### src/rtl/outstage_spi_pkg.sv
package outstage_spi_pkg;

    localparam int BYTE_W = 8;
    localparam int CRC_W  = 5;
    localparam int STAT_W = 3;
    localparam int CNT_W  = 5;
    localparam int SHIFT_W = 24;

    localparam logic [CRC_W-1:0] CRC_POLY = 5'h05;
    localparam logic [CRC_W-1:0] CRC_SEED = 5'h1f;

    typedef enum logic [1:0] {
        FMT_DRV8   = 2'd0,
        FMT_DRV16C = 2'd1,
        FMT_REG16  = 2'd2,
        FMT_REG24C = 2'd3
    } fmt_e;

    typedef enum logic [1:0] {
        ST_IDLE   = 2'd0,
        ST_SHIFT  = 2'd1,
        ST_COMMIT = 2'd2
    } st_e;

    function automatic logic [CNT_W-1:0] frame_bits(fmt_e f);
        case (f)
            FMT_DRV8:   return 5'd8;
            FMT_DRV16C: return 5'd16;
            FMT_REG16:  return 5'd16;
            default:    return 5'd24;
        endcase
    endfunction

    // bits covered by the checksum
    function automatic logic [CNT_W-1:0] body_bits(fmt_e f);
        case (f)
            FMT_DRV8:   return 5'd8;
            FMT_DRV16C: return 5'd11;
            FMT_REG16:  return 5'd16;
            default:    return 5'd19;
        endcase
    endfunction

    function automatic logic [CRC_W-1:0] crc_step(logic [CRC_W-1:0] c, logic b);
        logic fb;
        fb = c[CRC_W-1] ^ b;
        return {c[CRC_W-2:0], 1'b0} ^ (fb ? CRC_POLY : '0);
    endfunction

endpackage

### src/rtl/outstage_spi_sync.sv
module outstage_spi_sync #(
    parameter int STAGES = 2
) (
    input  logic clk,
    input  logic rst_n,
    input  logic sclk,
    input  logic cs_n,
    input  logic sdi,
    output logic sdi_s,
    output logic cs_s,
    output logic sclk_rise,
    output logic sclk_fall,
    output logic cs_fall,
    output logic cs_rise
);
    // bit 2 = sclk, bit 1 = cs_n, bit 0 = sdi
    localparam logic [2:0] PIPE_RST = 3'b010;

    logic [2:0] pipe [STAGES];
    logic [1:0] prev_q;

    genvar g;
    generate
        for (g = 0; g < STAGES; g++) begin : g_stage
            if (g == 0) begin : g_first
                always_ff @(posedge clk or negedge rst_n) begin
                    if (!rst_n) pipe[0] <= PIPE_RST;
                    else        pipe[0] <= {sclk, cs_n, sdi};
                end
            end else begin : g_next
                always_ff @(posedge clk or negedge rst_n) begin
                    if (!rst_n) pipe[g] <= PIPE_RST;
                    else        pipe[g] <= pipe[g-1];
                end
            end
        end
    endgenerate

    always_ff @(posedge clk or negedge rst_n) begin
        if (!rst_n) prev_q <= 2'b01;
        else        prev_q <= pipe[STAGES-1][2:1];
    end

    assign sdi_s     = pipe[STAGES-1][0];
    assign cs_s      = pipe[STAGES-1][1];
    assign sclk_rise =  pipe[STAGES-1][2] & ~prev_q[1];
    assign sclk_fall = ~pipe[STAGES-1][2] &  prev_q[1];
    assign cs_fall   = ~pipe[STAGES-1][1] &  prev_q[0];
    assign cs_rise   =  pipe[STAGES-1][1] & ~prev_q[0];

endmodule

### src/rtl/outstage_spi_regs.sv
module outstage_spi_regs #(
    parameter int          ADDR_W     = 7,
    parameter int          DATA_W     = 8,
    parameter logic [6:0]  DRIVE_ADDR = 7'h00,
    parameter logic [6:0]  DIAG_ADDR  = 7'h01
) (
    input  logic              clk,
    input  logic              rst_n,
    input  logic              wr_en,
    input  logic [ADDR_W-1:0] wr_addr,
    input  logic [DATA_W-1:0] wr_data,
    input  logic [ADDR_W-1:0] rd_addr,
    input  logic [DATA_W-1:0] diag_snap,
    output logic [DATA_W-1:0] drive_q,
    output logic [DATA_W-1:0] rd_data
);
    always_ff @(posedge clk or negedge rst_n) begin
        if (!rst_n)
            drive_q <= '0;
        else if (wr_en && wr_addr == ADDR_W'(DRIVE_ADDR))
            drive_q <= wr_data;
    end

    always_comb begin
        if (rd_addr == ADDR_W'(DRIVE_ADDR))     rd_data = drive_q;
        else if (rd_addr == ADDR_W'(DIAG_ADDR)) rd_data = diag_snap;
        else                                    rd_data = '0;
    end

    a_r5_drive_needs_write: assert property (@(posedge clk) disable iff (!rst_n)
        !$stable(drive_q) |-> $past(wr_en && wr_addr == ADDR_W'(DRIVE_ADDR)));

endmodule

### src/rtl/outstage_spi_slave.sv
module outstage_spi_slave
    import outstage_spi_pkg::*;
#(
    parameter int         SYNC_STAGES = 2,
    parameter logic [6:0] DRIVE_ADDR  = 7'h00,
    parameter logic [6:0] DIAG_ADDR   = 7'h01
) (
    input  logic       clk,
    input  logic       rst_n,
    input  logic       cs_n,
    input  logic       sclk,
    input  logic       sdi,
    input  logic [1:0] mode_sel,
    input  logic [7:0] diag_in,
    input  logic       uv,
    input  logic       mv,
    input  logic       cf,
    output logic       sdo,
    output logic       sdo_oe,
    output logic [7:0] drive,
    output logic       crc_err
);
    localparam int ADDR_W = BYTE_W - 1;
    localparam logic [CNT_W-1:0] CNT_MAX = '1;

    logic sdi_s, cs_s, sclk_rise, sclk_fall, cs_fall, cs_rise;

    st_e                 state_q, state_d;
    fmt_e                mode_q;
    logic [CNT_W-1:0]    bit_cnt;
    logic [SHIFT_W-1:0]  rx_sh;
    logic [CRC_W-1:0]    rx_crc, tx_crc;
    logic [BYTE_W-1:0]   hdr_q, diag_q;
    logic [STAT_W-1:0]   stat_q;
    logic                sdo_q, crc_err_q;
    logic                tx_next, rd_sel;
    logic [BYTE_W-1:0]   rd_data;
    logic                wr_en, frame_ok, len_ok, sum_ok;
    logic [ADDR_W-1:0]   wr_addr;
    logic [BYTE_W-1:0]   wr_data;

    outstage_spi_sync #(.STAGES(SYNC_STAGES)) sync_i (
        .clk(clk), .rst_n(rst_n), .sclk(sclk), .cs_n(cs_n), .sdi(sdi),
        .sdi_s(sdi_s), .cs_s(cs_s), .sclk_rise(sclk_rise),
        .sclk_fall(sclk_fall), .cs_fall(cs_fall), .cs_rise(cs_rise)
    );

    outstage_spi_regs #(
        .ADDR_W(ADDR_W), .DATA_W(BYTE_W),
        .DRIVE_ADDR(DRIVE_ADDR), .DIAG_ADDR(DIAG_ADDR)
    ) regs_i (
        .clk(clk), .rst_n(rst_n), .wr_en(wr_en), .wr_addr(wr_addr),
        .wr_data(wr_data), .rd_addr(hdr_q[ADDR_W-1:0]), .diag_snap(diag_q),
        .drive_q(drive), .rd_data(rd_data)
    );

    // state register
    always_ff @(posedge clk or negedge rst_n) begin
        if (!rst_n) state_q <= ST_IDLE;
        else        state_q <= state_d;
    end

    // transitions
    always_comb begin
        state_d = state_q;
        unique case (state_q)
            ST_IDLE:   if (cs_fall) state_d = ST_SHIFT;
            ST_SHIFT:  if (cs_rise) state_d = ST_COMMIT;
            ST_COMMIT: state_d = ST_IDLE;
            default:   state_d = ST_IDLE;
        endcase
    end

    // return bit for position bit_cnt
    always_comb begin
        rd_sel  = ~hdr_q[BYTE_W-1];
        tx_next = 1'b0;
        if (bit_cnt < 5'd8) begin
            tx_next = diag_q[3'(5'd7 - bit_cnt)];
        end else begin
            case (mode_q)
                FMT_DRV16C: begin
                    if (bit_cnt < 5'd11)      tx_next = stat_q[2'(5'd10 - bit_cnt)];
                    else if (bit_cnt < 5'd16) tx_next = tx_crc[3'(5'd15 - bit_cnt)];
                end
                FMT_REG16: begin
                    if (bit_cnt < 5'd16) tx_next = rd_sel & rd_data[3'(5'd15 - bit_cnt)];
                end
                FMT_REG24C: begin
                    if (bit_cnt < 5'd16)      tx_next = rd_sel & rd_data[3'(5'd15 - bit_cnt)];
                    else if (bit_cnt < 5'd19) tx_next = stat_q[2'(5'd18 - bit_cnt)];
                    else if (bit_cnt < 5'd24) tx_next = tx_crc[3'(5'd23 - bit_cnt)];
                end
                default: tx_next = 1'b0;
            endcase
        end
    end

    // frame checks and write decode in ST_COMMIT
    always_comb begin
        len_ok   = (bit_cnt == frame_bits(mode_q));
        sum_ok   = ~mode_q[0] | (rx_crc == rx_sh[CRC_W-1:0]);
        frame_ok = len_ok & sum_ok;
        wr_addr  = ADDR_W'(DRIVE_ADDR);
        wr_data  = '0;
        wr_en    = 1'b0;
        case (mode_q)
            FMT_DRV8: begin
                wr_data = rx_sh[7:0];
                wr_en   = 1'b1;
            end
            FMT_DRV16C: begin
                wr_data = rx_sh[15:8];
                wr_en   = 1'b1;
            end
            FMT_REG16: begin
                wr_addr = rx_sh[14:8];
                wr_data = rx_sh[7:0];
                wr_en   = rx_sh[15];
            end
            default: begin
                wr_addr = rx_sh[22:16];
                wr_data = rx_sh[15:8];
                wr_en   = rx_sh[23];
            end
        endcase
        wr_en = wr_en & frame_ok & (state_q == ST_COMMIT);
    end

    // datapath
    always_ff @(posedge clk or negedge rst_n) begin
        if (!rst_n) begin
            mode_q    <= FMT_DRV8;
            bit_cnt   <= '0;
            rx_sh     <= '0;
            rx_crc    <= CRC_SEED;
            tx_crc    <= CRC_SEED;
            hdr_q     <= '0;
            diag_q    <= '0;
            stat_q    <= '0;
            sdo_q     <= 1'b0;
            crc_err_q <= 1'b0;
        end else begin
            unique case (state_q)
                ST_IDLE: begin
                    if (cs_s) mode_q <= fmt_e'(mode_sel);
                    if (cs_fall) begin
                        bit_cnt <= '0;
                        rx_crc  <= CRC_SEED;
                        hdr_q   <= '0;
                        diag_q  <= diag_in;
                        stat_q  <= {uv, mv, cf};
                        sdo_q   <= diag_in[BYTE_W-1];
                        tx_crc  <= crc_step(CRC_SEED, diag_in[BYTE_W-1]);
                    end
                end
                ST_SHIFT: begin
                    if (sclk_rise) begin
                        rx_sh <= {rx_sh[SHIFT_W-2:0], sdi_s};
                        if (bit_cnt != CNT_MAX) bit_cnt <= bit_cnt + 1'b1;
                        if (bit_cnt < body_bits(mode_q)) rx_crc <= crc_step(rx_crc, sdi_s);
                        if (bit_cnt == 5'd7) hdr_q <= {rx_sh[6:0], sdi_s};
                    end
                    if (sclk_fall) begin
                        sdo_q <= tx_next;
                        if (bit_cnt < body_bits(mode_q)) tx_crc <= crc_step(tx_crc, tx_next);
                    end
                end
                ST_COMMIT: crc_err_q <= ~frame_ok;
                default: ;
            endcase
        end
    end

    // outputs
    assign sdo_oe  = ~cs_n;
    assign sdo     = sdo_q;
    assign crc_err = crc_err_q;

    a_r2_sdo_moves_on_fall: assert property (@(posedge clk) disable iff (!rst_n)
        !$stable(sdo_q) |-> ($past(sclk_fall) || $past(cs_fall)));

    a_r2_count_on_rise: assert property (@(posedge clk) disable iff (!rst_n)
        !$stable(bit_cnt) |-> ($past(sclk_rise) || $past(cs_fall)));

    a_r10_mode_frozen: assert property (@(posedge clk) disable iff (!rst_n)
        (state_q != ST_IDLE) |-> $stable(mode_q));

    a_r8_drive_on_commit: assert property (@(posedge clk) disable iff (!rst_n)
        !$stable(drive) |-> $past(state_q == ST_COMMIT));

    a_r9_err_on_commit: assert property (@(posedge clk) disable iff (!rst_n)
        !$stable(crc_err_q) |-> $past(state_q == ST_COMMIT));

endmodule

### config.mk
export PLATFORM = sky130hd
export DESIGN_NAME = outstage_spi_slave
export DESIGN_NICKNAME = d
export VERILOG_FILES = /design/src/rtl/outstage_spi_pkg.sv /design/src/rtl/outstage_spi_sync.sv /design/src/rtl/outstage_spi_regs.sv /design/src/rtl/outstage_spi_slave.sv
export SDC_FILE = /design/constraint.sdc
export NUM_CORES = 1
export LEC_CHECK = 0
export ABC_CLOCK_PERIOD_IN_PS = 2100
export BUFFER_PORTS_ARGS = -buffer_cell sky130_fd_sc_hd__buf_2
export CORE_MARGIN = 3
export CORE_UTILIZATION = 51
export DETAILED_ROUTE_END_ITERATION = 7
export GPL_ROUTABILITY_DRIVEN = 1
export PLACE_DENSITY = 0.76
export SYNTH_ARGS = -nofsm -noshare
export SYNTH_HDL_FRONTEND = slang
export SYNTH_SLANG_ARGS = --single-unit
### constraint.sdc
create_clock -name clk -period 2.1 [get_ports clk]
set_clock_uncertainty 0.15 [all_clocks]
set_input_delay 0.315 -clock clk [delete_from_list [all_inputs] [get_ports clk]]
set_output_delay 0.315 -clock clk [all_outputs]
set_load 0.05 [all_outputs]
==> flow_summary_export.csv, run 1 <==
group,metric,value,unit
outcome,status,"finished with violations",
outcome,violations,"negative setup slack",
pwr,pwr_density_cell,1053,nW/um^2
timing,worst_pin_slew,0.4179,ns
cells_and_area,final_util,70.76,%
floorplanning,die_w,93.28,um
worst_setup_path,worst_setup_path_end_kind,"flop",
pwr,vdd_drop_max,0.0004863,V
cells_and_area,layout.nets,483,
worst_setup_path,worst-path-buf-inv,0,
pwr,p_leak,2.413,nW
clock_tree,clock-sinks,80,
global_routing,grt_start_max_net_pins,51,
worst_setup_path,r2r_slack,-0.36,ns
global_routing,antenna_found_initial,0,
timing,final_hold_viol_count,0,
pwr,p_sw_share,36.12,%
global_routing,grt_use_total,22.45,%
placed_design,dp_hpwl,6.051,mm
pwr,power_switching,1.973,mW
global_routing,grt_first_pass_wirelength,15.16,mm
floorplanning,initial_core_util,53.00,%
worst_setup_path,crit_chain,"or4_4 -> nor4_4 -> mux2i_1 -> o21ai_1 -> a221o_1 -> xnor2_1 -> o221ai_2",
pwr,power.internal,3.490,mW
synth,syn-num-nets,378,
timing,fmaxAchievable,0.4071,GHz
routing,drt_iter0_drc,135,
hold_path,min_to,"mode_q[1]",
worst_setup_path,start_kind,"flop",
clock_tree,clockRootBuffer,"clkbuf_8",
timing,setup_tns,-3.642,ns
placed_design,gp_congestion,0.8014,
synth,netlist_instances,349,
synth,synth-seq-area-share,51.95,%
timing,relSlewSlack,72.14,%
worst_setup_path,r2r_end,"tx_crc[2]",
synth,synth_cell_types,52,
cells_and_area,areaGrowthSynthToFinish,33.53,%
timing,drv_slew,0,
routing,wl_per_cell,16.75,um
clock_tree,cts_made_buffers,9,
synth,synth_ff_type,"dfrtp_1",
routing,drt_wl_total,9.344,mm
routing,drtAntennaViolNets,0,
worst_setup_path,cp_top_family,"simple AND/OR/NAND/NOR gates",
routing,avgViaCountPerCell,5.477,
pwr,clkPwrFrac,20.5,%
routing,routed-via-count,3056,
hold_path,min-delay-path-class,"in -> reg",
floorplanning,dieArea,8701,um^2
clock_tree,worstSkewPairLatency,0.37,ns
synth,ys_warn_count,0,
worst_setup_path,worst_ep_required_time,2.24,ns
timing,setup_viol,21,
clock_tree,htreeDepth,3,
timing,fin_crit,2.456,ns
flow_run,cap_viol_max_count,0,
routing,drc,0,
timing,timing.final.ws_setup,-0.3565,ns
synth,syn_avg_cell_area,11.13,um^2
floorplanning,dieHeight,93.28,um
floorplanning,core-area,7331,um^2
worst_setup_path,criticalPathCategory,"reg -> reg",
placed_design,io_buffers,28,
cells_and_area,most-common-layout-cells,"dfrtp_1 (61), nand2_1 (58), buf_4 (58)",
floorplanning,rows,31,
worst_setup_path,arrival,2.60,ns
routing,first_pass_iters,4,
cells_and_area,final_common_cell,"dfrtp_1",
cells_and_area,n_fill_cell,478,
pwr,seq_power_share,40.0,%
clock_tree,clk_pin_slew,0.09,ns
clock_tree,cts_tree,"built",
worst_setup_path,critPathMaxFanout,3,
pwr,combinationalPowerShare,39.5,%
worst_setup_path,r2r_cells,7,
global_routing,grt_pass1_vias,3154,
hold_path,hp-start,"mode_sel[1]",
timing,period_share,117.0,%
clock_tree,cts_max_path_buffers,2,
worst_setup_path,crit_path_top_delay_cell,"or4_4",
floorplanning,io_pins,29,
cells_and_area,drive_gt1_share,46.41,%
pwr,total_power,5.464,mW
timing,rsz0062_at_grt,"yes",
hold_path,whs_path_depth,3,
synth,async_flop_share,100.0,%
synth,ys_seq_elements,80,
cells_and_area,antennaDiodeCount,0,
worst_setup_path,max_stage_delay,0.57,ns
synth,syn_area,3885,um^2
global_routing,grt.overflow.total,0,
synth,synth_edf_count,0,
worst_setup_path,r2r-start,"hdr_q[6]",
placed_design,pre_cts_ws,-0.2985,ns
## repair_timing
action	4_1_cts	5_1_grt
buffers inserted	11	7
endpoints found under the hold margin	35	0
endpoints found under the setup margin	22	30
cloned	1	0
pin swaps	10	16
hold buffers	14	0
gates resized for setup	19	19
## layer usage
| layer | vias up | part of all wire [%] | routed length (um) | track usage [%] |
|---|---|---|---|---|
| li1 | 1439 | - | - | - |
| met1 | 1504 | 41 | 3862 | 28.29 |
| met2 | 85 | 50 | 4717 | 37.58 |
| met3 | 28 | 5.3 | 492 | 4.747 |
| met4 | 0 | 2.9 | 271 | 9.158 |
| met5 | - | 0 | 0 | 0 |
## tightest hold or removal path: cells and delay by family
| kind | cells | cell delay (ns) |
|---|---|---|
| AND/OR/NAND/NOR | 1 | 0.04 |
| buffers and inverters | 1 | 0.08 |
| AO/OA/AOI/OAI | 1 | 0.07 |
## cell usage after synthesis, types with 2 or more instances
cell type / n / area (um^2)
nor3b_1: 2 / 15.01
nand2_1: 58 / 217.7
clkbuf_1: 11 / 41.29
o21ai_0: 16 / 80.08
dfrtp_1: 67 / 1677
a21oi_2: 2 / 17.52
nor2b_1: 4 / 25.02
nor2_1: 29 / 108.9
nor4b_1: 2 / 17.52
mux2_2: 43 / 484.2
inv_1: 7 / 26.28
nand2b_1: 3 / 18.77
o211ai_1: 2 / 15.01
a31oi_1: 3 / 18.77
a211oi_1: 2 / 15.01
o31ai_1: 3 / 22.52
a21oi_1: 9 / 45.04
mux4_2: 5 / 112.6
xnor2_1: 9 / 78.83
nand3b_1: 2 / 15.01
a21o_1: 2 / 15.01
ha_1: 11 / 137.6
o21a_1: 2 / 15.01
nor4_1: 5 / 31.28
mux2i_1: 2 / 20.02
xor2_1: 5 / 43.79
dfstp_2: 13 / 341.6
nand3_1: 6 / 30.03
## cells by family after synthesis
| group | after synthesis | synth area share [%] |
|---|---|---|
| muxes | 50 | 15.88 |
| and+or+nand+nor | 122 | 14.75 |
| adders and majority gates | 11 | 3.543 |
| AOI/OAI and AO/OA | 50 | 8.277 |
| buffers and inverters | 22 | 2.448 |
| DFF | 80 | 51.95 |
| xor gates and xnor gates | 14 | 3.156 |
## power groups by stage
stage / registers, mW / logic, mW / clock network (mW)
floorplan: 2.20 / 1.09 / 0
global placement: 2.18 / 1.68 / 0
detailed placement: 2.19 / 1.76 / 0
CTS: 2.18 / 1.96 / 1.14
global route: 2.23 / 2.34 / 1.20
finish: 2.19 / 2.16 / 1.12
## sequential cells by signal (all words and copies together) (netlist names), 4 cells and up
name	count
bit_cnt	5
diag_q	8
hdr_q	8
regs_i.drive_q	8
rx_crc	5
rx_sh	24
sync_i.pipe	4
tx_crc	5
## layout make-up
type / count / area, um^2 / share of cell area, %
Tap cell: 99 / 123.9 / 2.388
Clock buffer: 9 / 123.9 / 2.388
Sequential cell: 80 / 2026 / 39.05
Timing Repair Buffer: 108 / 829.5 / 15.99
Inverter: 7 / 26.28 / 0.5065
Multi-Input combinational cell: 248 / 1986 / 38.28
Clock inverter: 7 / 72.57 / 1.399
## worst max-delay path by stage
stage	from	to	slack [ns]	cells after the start
floorplan	regs_i.drive_q[1]	tx_crc[2]	-0.11	7
global placement	bit_cnt[0]	tx_crc[2]	-0.21	8
global route	hdr_q[6]	tx_crc[2]	-0.44	7
finish	hdr_q[6]	tx_crc[2]	-0.36	7
CTS	mode_q[0]	rx_crc[2]	-0.23	10
detailed placement	bit_cnt[0]	tx_crc[2]	-0.30	8
## metrics by stage
stage,std cells,hold slack [ns],instance area (um^2)
after detailed placement,509,0.1288,4536
final,558,0.02149,5187
after global placement,509,0.1202,4536
after floorplan,349,-0.1306,3951
after global routing,558,0.03395,5187
after CTS,551,0.008078,5047
Power figures use the tool's default switching activity.
==> run 2, diff against run 1 <==
Settings changed: BUFFER_PORTS_ARGS -buffer_cell sky130_fd_sc_hd__buf_2 to unset, DONT_BUFFER_PORTS set to 1, PLACE_DENSITY 0.76 to 0.73.
==> run 2 against run 1 <==
The flow finishes with violations (negative hold slack, negative setup slack). Sequential power increased by 2%. Largest power group unchanged. Fmax increased by 4.1%. Die area unchanged. Non-clock buffer count decreased by 31. Combinational power decreased by 11%. Wire length decreased by 2.4%. Register-to-register slack improved by 0.098 ns. Count of clock-buffer cells in the layout unchanged. Utilization decreased by 1.6 points. Critical path type unchanged.
==> flow_summary_export.csv, run 2 (synthesis results as in run 1) <==
group,metric,value,unit
worst_setup_path,start_kind,"flop",
cells_and_area,final_util,69.19,%
placed_design,dp_cells,483,
pwr,combinationalPowerShare,35.5,%
cells_and_area,drive_gt1_share,42.99,%
clock_tree,worstSkewPairLatency,0.36,ns
timing,setup_viol,19,
pwr,seq_power_share,40.9,%
pwr,clkPwrFrac,23.6,%
worst_setup_path,r2r-start,"mode_q[0]",
timing,fin_worst_hold_slack,-0.5113,ns
worst_setup_path,startpoint,"mode_q[0]",
floorplanning,rows,31,
clock_tree,cts_hold_buf,17,
floorplanning,initial_core_util,53.00,%
placed_design,dp_hpwl,5.712,mm
pwr,vdd_drop_max,0.0005072,V
pwr,p_sw_share,33.56,%
timing,fin_crit,2.359,ns
clock_tree,cts_max_path_buffers,2,
global_routing,grt_use_total,22.00,%
routing,drt_iter0_drc,150,
worst_setup_path,arrival,2.50,ns
pwr,power.internal,3.622,mW
clock_tree,clockRootBuffer,"clkbuf_8",
global_routing,grt.overflow.total,0,
global_routing,grt_first_pass_wirelength,14.78,mm
routing,drt_wl_total,9.116,mm
pwr,p_leak,2.302,nW
cells_and_area,layoutNonFillerInstCount,527,
clock_tree,clock-sinks,80,
pwr,power_switching,1.830,mW
hold_path,min-delay-path-class,"in -> async",
routing,routed-via-count,2912,
clock_tree,htreeDepth,3,
clock_tree,cts_tree,"built",
worst_setup_path,worst_ep_required_time,2.25,ns
global_routing,grt_start_max_net_pins,81,
cells_and_area,antennaDiodeCount,0,
floorplanning,dieArea,8701,um^2
outcome,violations,"negative hold slack, negative setup slack",
routing,wl_per_cell,17.30,um
outcome,status,"finished with violations",
placed_design,io_buffers,0,
floorplanning,io_pins,29,
global_routing,antenna_found_initial,0,
routing,drc,0,
pwr,pwr_density_cell,1075,nW/um^2
timing,drv_slew,0,
timing,rsz0062_at_grt,"yes",
global_routing,grt_pass1_vias,2976,
cells_and_area,layout.nets,452,
floorplanning,dieHeight,93.28,um
timing,timing.final.ws_setup,-0.2586,ns
cells_and_area,max_flop_register,"rx_sh",
placed_design,gp_congestion,0.8613,
timing,worst_pin_slew,0.5195,ns
clock_tree,cts_made_buffers,9,
worst_setup_path,criticalPathCategory,"reg -> reg",
worst_setup_path,worst_setup_path_end_kind,"flop",
cells_and_area,areaGrowthSynthToFinish,30.56,%
timing,setup_tns,-2.356,ns
timing,relSlewSlack,65.24,%
cells_and_area,final_common_cell,"dfrtp_1",
routing,avgViaCountPerCell,5.526,
worst_setup_path,critPathMaxFanout,5,
routing,first_pass_iters,4,
floorplanning,die_w,93.28,um
timing,period_share,112.3,%
flow_run,cap_viol_max_count,0,
timing,final_hold_viol_count,80,
cells_and_area,largest_reg_flops,24,
timing,fmaxAchievable,0.4240,GHz
clock_tree,clk_pin_slew,0.09,ns
routing,drtAntennaViolNets,0,
floorplanning,core-area,7331,um^2
cells_and_area,most-common-layout-cells,"dfrtp_1 (61), nand2_1 (56), buf_4 (54)",
run 2: cell types whose count changed in the layout (fill, tap and decap cells not counted), moves of 3 or more:
cell and change:
buf_2 -27, mux2_2 -8, mux2_4 +8, buf_4 -4, a21oi_1 -3, a21oi_2 +3, dlygate4sd3_1 +3
run 2: path summary, 6_finish.rpt:
| path | cells after the start | slack (ns) | to |
|---|---|---|---|
| min in group clk | 0 | 0.20 | sync_i.sdi_s |
| setup / recovery | 12 | -0.26 | tx_crc[0] |
| setup reg to reg | 12 | -0.26 | tx_crc[0] |
| hold / removal | 0 | -0.51 | rx_sh[8] |
| hold reg to reg | 0 | 0.20 | sync_i.sdi_s |
| max in group asynchronous | 0 | 2.10 | sync_i.pipe[4] |
run 2: per-layer routing:
layer,global-route usage (%),wire length [um],share of wire (%)
met1,27.41,3878,43
met2,36.93,4665,51
met3,4.505,296,3.2
met4,9.646,276,3.0
met5,0,0,0
run 2: final cells by class:
cell class | instances | area, um^2
Multi-Input combinational cell | 248 | 2026
Timing Repair Buffer | 77 | 643.1
Inverter | 7 | 26.28
Tap cell | 99 | 123.9
Sequential cell | 80 | 2026
Fill cell | 507 | 2258
Clock inverter | 7 | 103.9
Clock buffer | 9 | 123.9
run 2: power groups by stage:
stage | Combinational, mW | Clock (mW) | Sequential (mW)
2_1_floorplan | 1.09 | 0 | 2.20
3_5_place_dp | 1.60 | 0 | 2.24
6_report | 1.93 | 1.29 | 2.23
5_1_grt | 2.11 | 1.37 | 2.27
3_3_place_gp | 1.55 | 0 | 2.23
4_1_cts | 1.80 | 1.31 | 2.23
run 2: repair_timing:
action	CTS	global route
cloned	1	0
endpoints found under the setup margin	22	32
endpoints found under the hold margin	97	80
setup buffers	8	4
pin swaps	10	8
resized for setup	26	23
run 2: metrics by stage:
stage | instance area [um^2] | power, mW | hold slack (ns) | setup WS (ns)
3_5_place_dp | 4383 | 3.839 | -0.1283 | -0.3042
6_report | 5072 | 5.451 | -0.5113 | -0.2586
2_1_floorplan | 3951 | 3.291 | -0.1306 | -0.1056
5_1_grt | 5072 | 5.746 | -0.5352 | -0.3733
3_3_place_gp | 4383 | 3.781 | -0.1290 | -0.2184
4_1_cts | 4951 | 5.336 | -0.5336 | -0.2084
run 2: worst max-delay path, stage by stage, from the launching register on:
cell and delay, ns:
dfrtp_2 0.44, buf_6 0.13, ha_4 0.15, o21bai_1 0.12, ha_1 0.26, o21a_1 0.13
o21ai_2 0.12, nand3b_1 0.14, buf_4 0.18, a21oi_4 0.19, buf_4 0.14, o21ai_0 0.06
o21ai_1 0.09
==> run 3, diff against run 2 <==
Settings changed: ABC_CLOCK_PERIOD_IN_PS 2100 to 2600, CORE_UTILIZATION 51 to 62, PLACE_DENSITY 0.73 to 0.82.
Clock period 2.1 ns to 2.6 ns, I/O delays scaled along.
==> run 3 against run 2 <==
The run now ends clean. Register-to-register slack gained 0.28 ns. Total power shrank 27%. Fmax shrank 8.5%. Critical path type unchanged.
==> flow_summary_export.csv, run 3 (synthesis results as in run 1) <==
group,metric,value,unit
outcome,status,"complete, no violations",
floorplanning,dieHeight,85.16,um
floorplanning,rows,28,
timing,timing.final.ws_setup,0.02312,ns
routing,routed-via-count,2751,
worst_setup_path,worst_setup_path_end_kind,"flop",
cells_and_area,final_area,4498,um^2
placed_design,io_buffers,0,
placed_design,dp_hpwl,5.488,mm
floorplanning,io_pins,29,
clock_tree,cts_tree,"built",
worst_setup_path,start_kind,"flop",
timing,fin_crit,2.577,ns
routing,avgViaCountPerCell,5.993,
clock_tree,cts_max_path_buffers,2,
cells_and_area,areaGrowthSynthToFinish,15.78,%
flow_run,cap_viol_max_count,0,
global_routing,grt_first_pass_wirelength,13.61,mm
placed_design,postPlaceCellArea,4059,um^2
routing,wl_per_cell,17.68,um
cells_and_area,antennaDiodeCount,0,
floorplanning,initial_core_util,64.85,%
timing,drv_slew,0,
worst_setup_path,arrival,2.69,ns
timing,fmaxAchievable,0.3881,GHz
timing,setup_tns,0,ns
cells_and_area,layout.nets,408,
timing,setup_viol,0,
timing,final_hold_viol_count,0,
timing,relSlewSlack,64.90,%
cells_and_area,multi_input_area,1822,um^2
timing,worst_pin_slew,0.5216,ns
cells_and_area,final_common_cell,"dfrtp_1",
cells_and_area,layoutNonFillerInstCount,459,
cells_and_area,ff_latch_area,2019,um^2
cells_and_area,final_util,75.08,%
routing,drc,0,
routing,drt_wl_total,8.115,mm
worst_setup_path,critPathMaxFanout,8,
pwr,pwr_density_cell,887.4,nW/um^2
placed_design,dp_cells,428,
global_routing,grt_use_total,24.22,%
global_routing,grt.overflow.total,0,
global_routing,grt_pass1_vias,2747,
global_routing,antenna_found_initial,0,
clock_tree,clockRootBuffer,"clkbuf_8",
cells_and_area,max_flop_register,"rx_sh",
clock_tree,cts_made_buffers,9,
floorplanning,dieArea,7252,um^2
cells_and_area,largest_reg_flops,24,
global_routing,grt_start_max_net_pins,81,
worst_setup_path,criticalPathCategory,"reg -> reg",
placed_design,pre_cts_ws,0.05803,ns
clock_tree,htreeDepth,3,
cells_and_area,n_fill_cell,379,
routing,first_pass_iters,4,
floorplanning,die_w,85.16,um
hold_path,min-delay-path-class,"in -> reg",
timing,period_share,99.11,%
placed_design,gp_congestion,0.8893,
pwr,vdd_drop_max,0.0007619,V
floorplanning,core-area,5991,um^2
worst_setup_path,worst_ep_required_time,2.72,ns
cells_and_area,most-common-layout-cells,"dfrtp_1 (66), nand2_1 (58), mux2_2 (43)",
routing,drtAntennaViolNets,0,
clock_tree,clk_pin_slew,0.08,ns
routing,drt_iter0_drc,227,
pwr,p_leak,2.048,nW
cells_and_area,drive_gt1_share,29.69,%
clock_tree,worstSkewPairLatency,0.35,ns
clock_tree,clock-sinks,80,
## run 3: repair_timing
action | in CTS | in global routing
endpoints found under the setup margin | 0 | 13
resized for setup | 0 | 11
hold buffers | 14 | 0
setup buffers | 0 | 1
hold endpoints to repair | 92 | 0
## run 3: path summary, 6_finish.rpt
check / startpoint / end / slack [ns] / depth (start not counted)
setup reg to reg: bit_cnt[0] / tx_crc[2] / 0.02 / 7
hold / removal: diag_in[4] / diag_q[4] / 0.02 / 2
setup / recovery: bit_cnt[0] / tx_crc[2] / 0.02 / 7
max in group asynchronous: rst_n / tx_crc[2] / 1.52 / 2
hold reg to reg: sync_i.pipe[4] / sync_i.cs_s / 0.21 / 0
min in group asynchronous: rst_n / sync_i.pipe[3] / 0.45 / 2
## run 3: final cells by class
cell class / count / share of cell area (%)
Sequential cell: 80 / 44.90
Inverter: 7 / 0.5841
Multi-Input combinational cell: 247 / 40.50
Tap cell: 75 / 2.086
Clock inverter: 6 / 2.031
Clock buffer: 10 / 3.060
Timing Repair Buffer: 34 / 6.843
## run 3: per-stage QoR
step	hold slack (ns)	total power, mW
2_1_floorplan	-0.05559	2.592
3_3_place_gp	-0.05328	2.835
3_5_place_dp	-0.05339	2.877
4_1_cts	0.007393	3.946
5_1_grt	0.008614	4.229
6_report	0.01946	3.992
## run 3: layer usage
metal  GRT usage [%]  vias up  part of all wire [%]
li1                -     1290                     -
met1           31.94     1363                    42
met2           38.21       87                    49
met3           8.544       11                   7.4
met4           6.906        0                   1.6
met5               0        -                     0
## run 3: report_power, final
part | internal [mW] | total [mW] | switching (mW) | leakage [nW]
sequential | 1.54 | 1.84 | 0.306 | 1.02
combinational | 0.557 | 1.13 | 0.577 | 0.927
clock | 0.569 | 1.02 | 0.446 | 0.105
total | 2.66 | 3.99 | 1.33 | 2.05
## run 3: worst max-delay path: stages, from the launching register on
cell      delay [ns]
dfrtp_1         0.51
buf_4           0.24
mux4_2          0.53
mux2i_1         0.21
o21ai_1         0.11
a221o_1         0.43
xnor2_1         0.20
o221ai_1        0.12
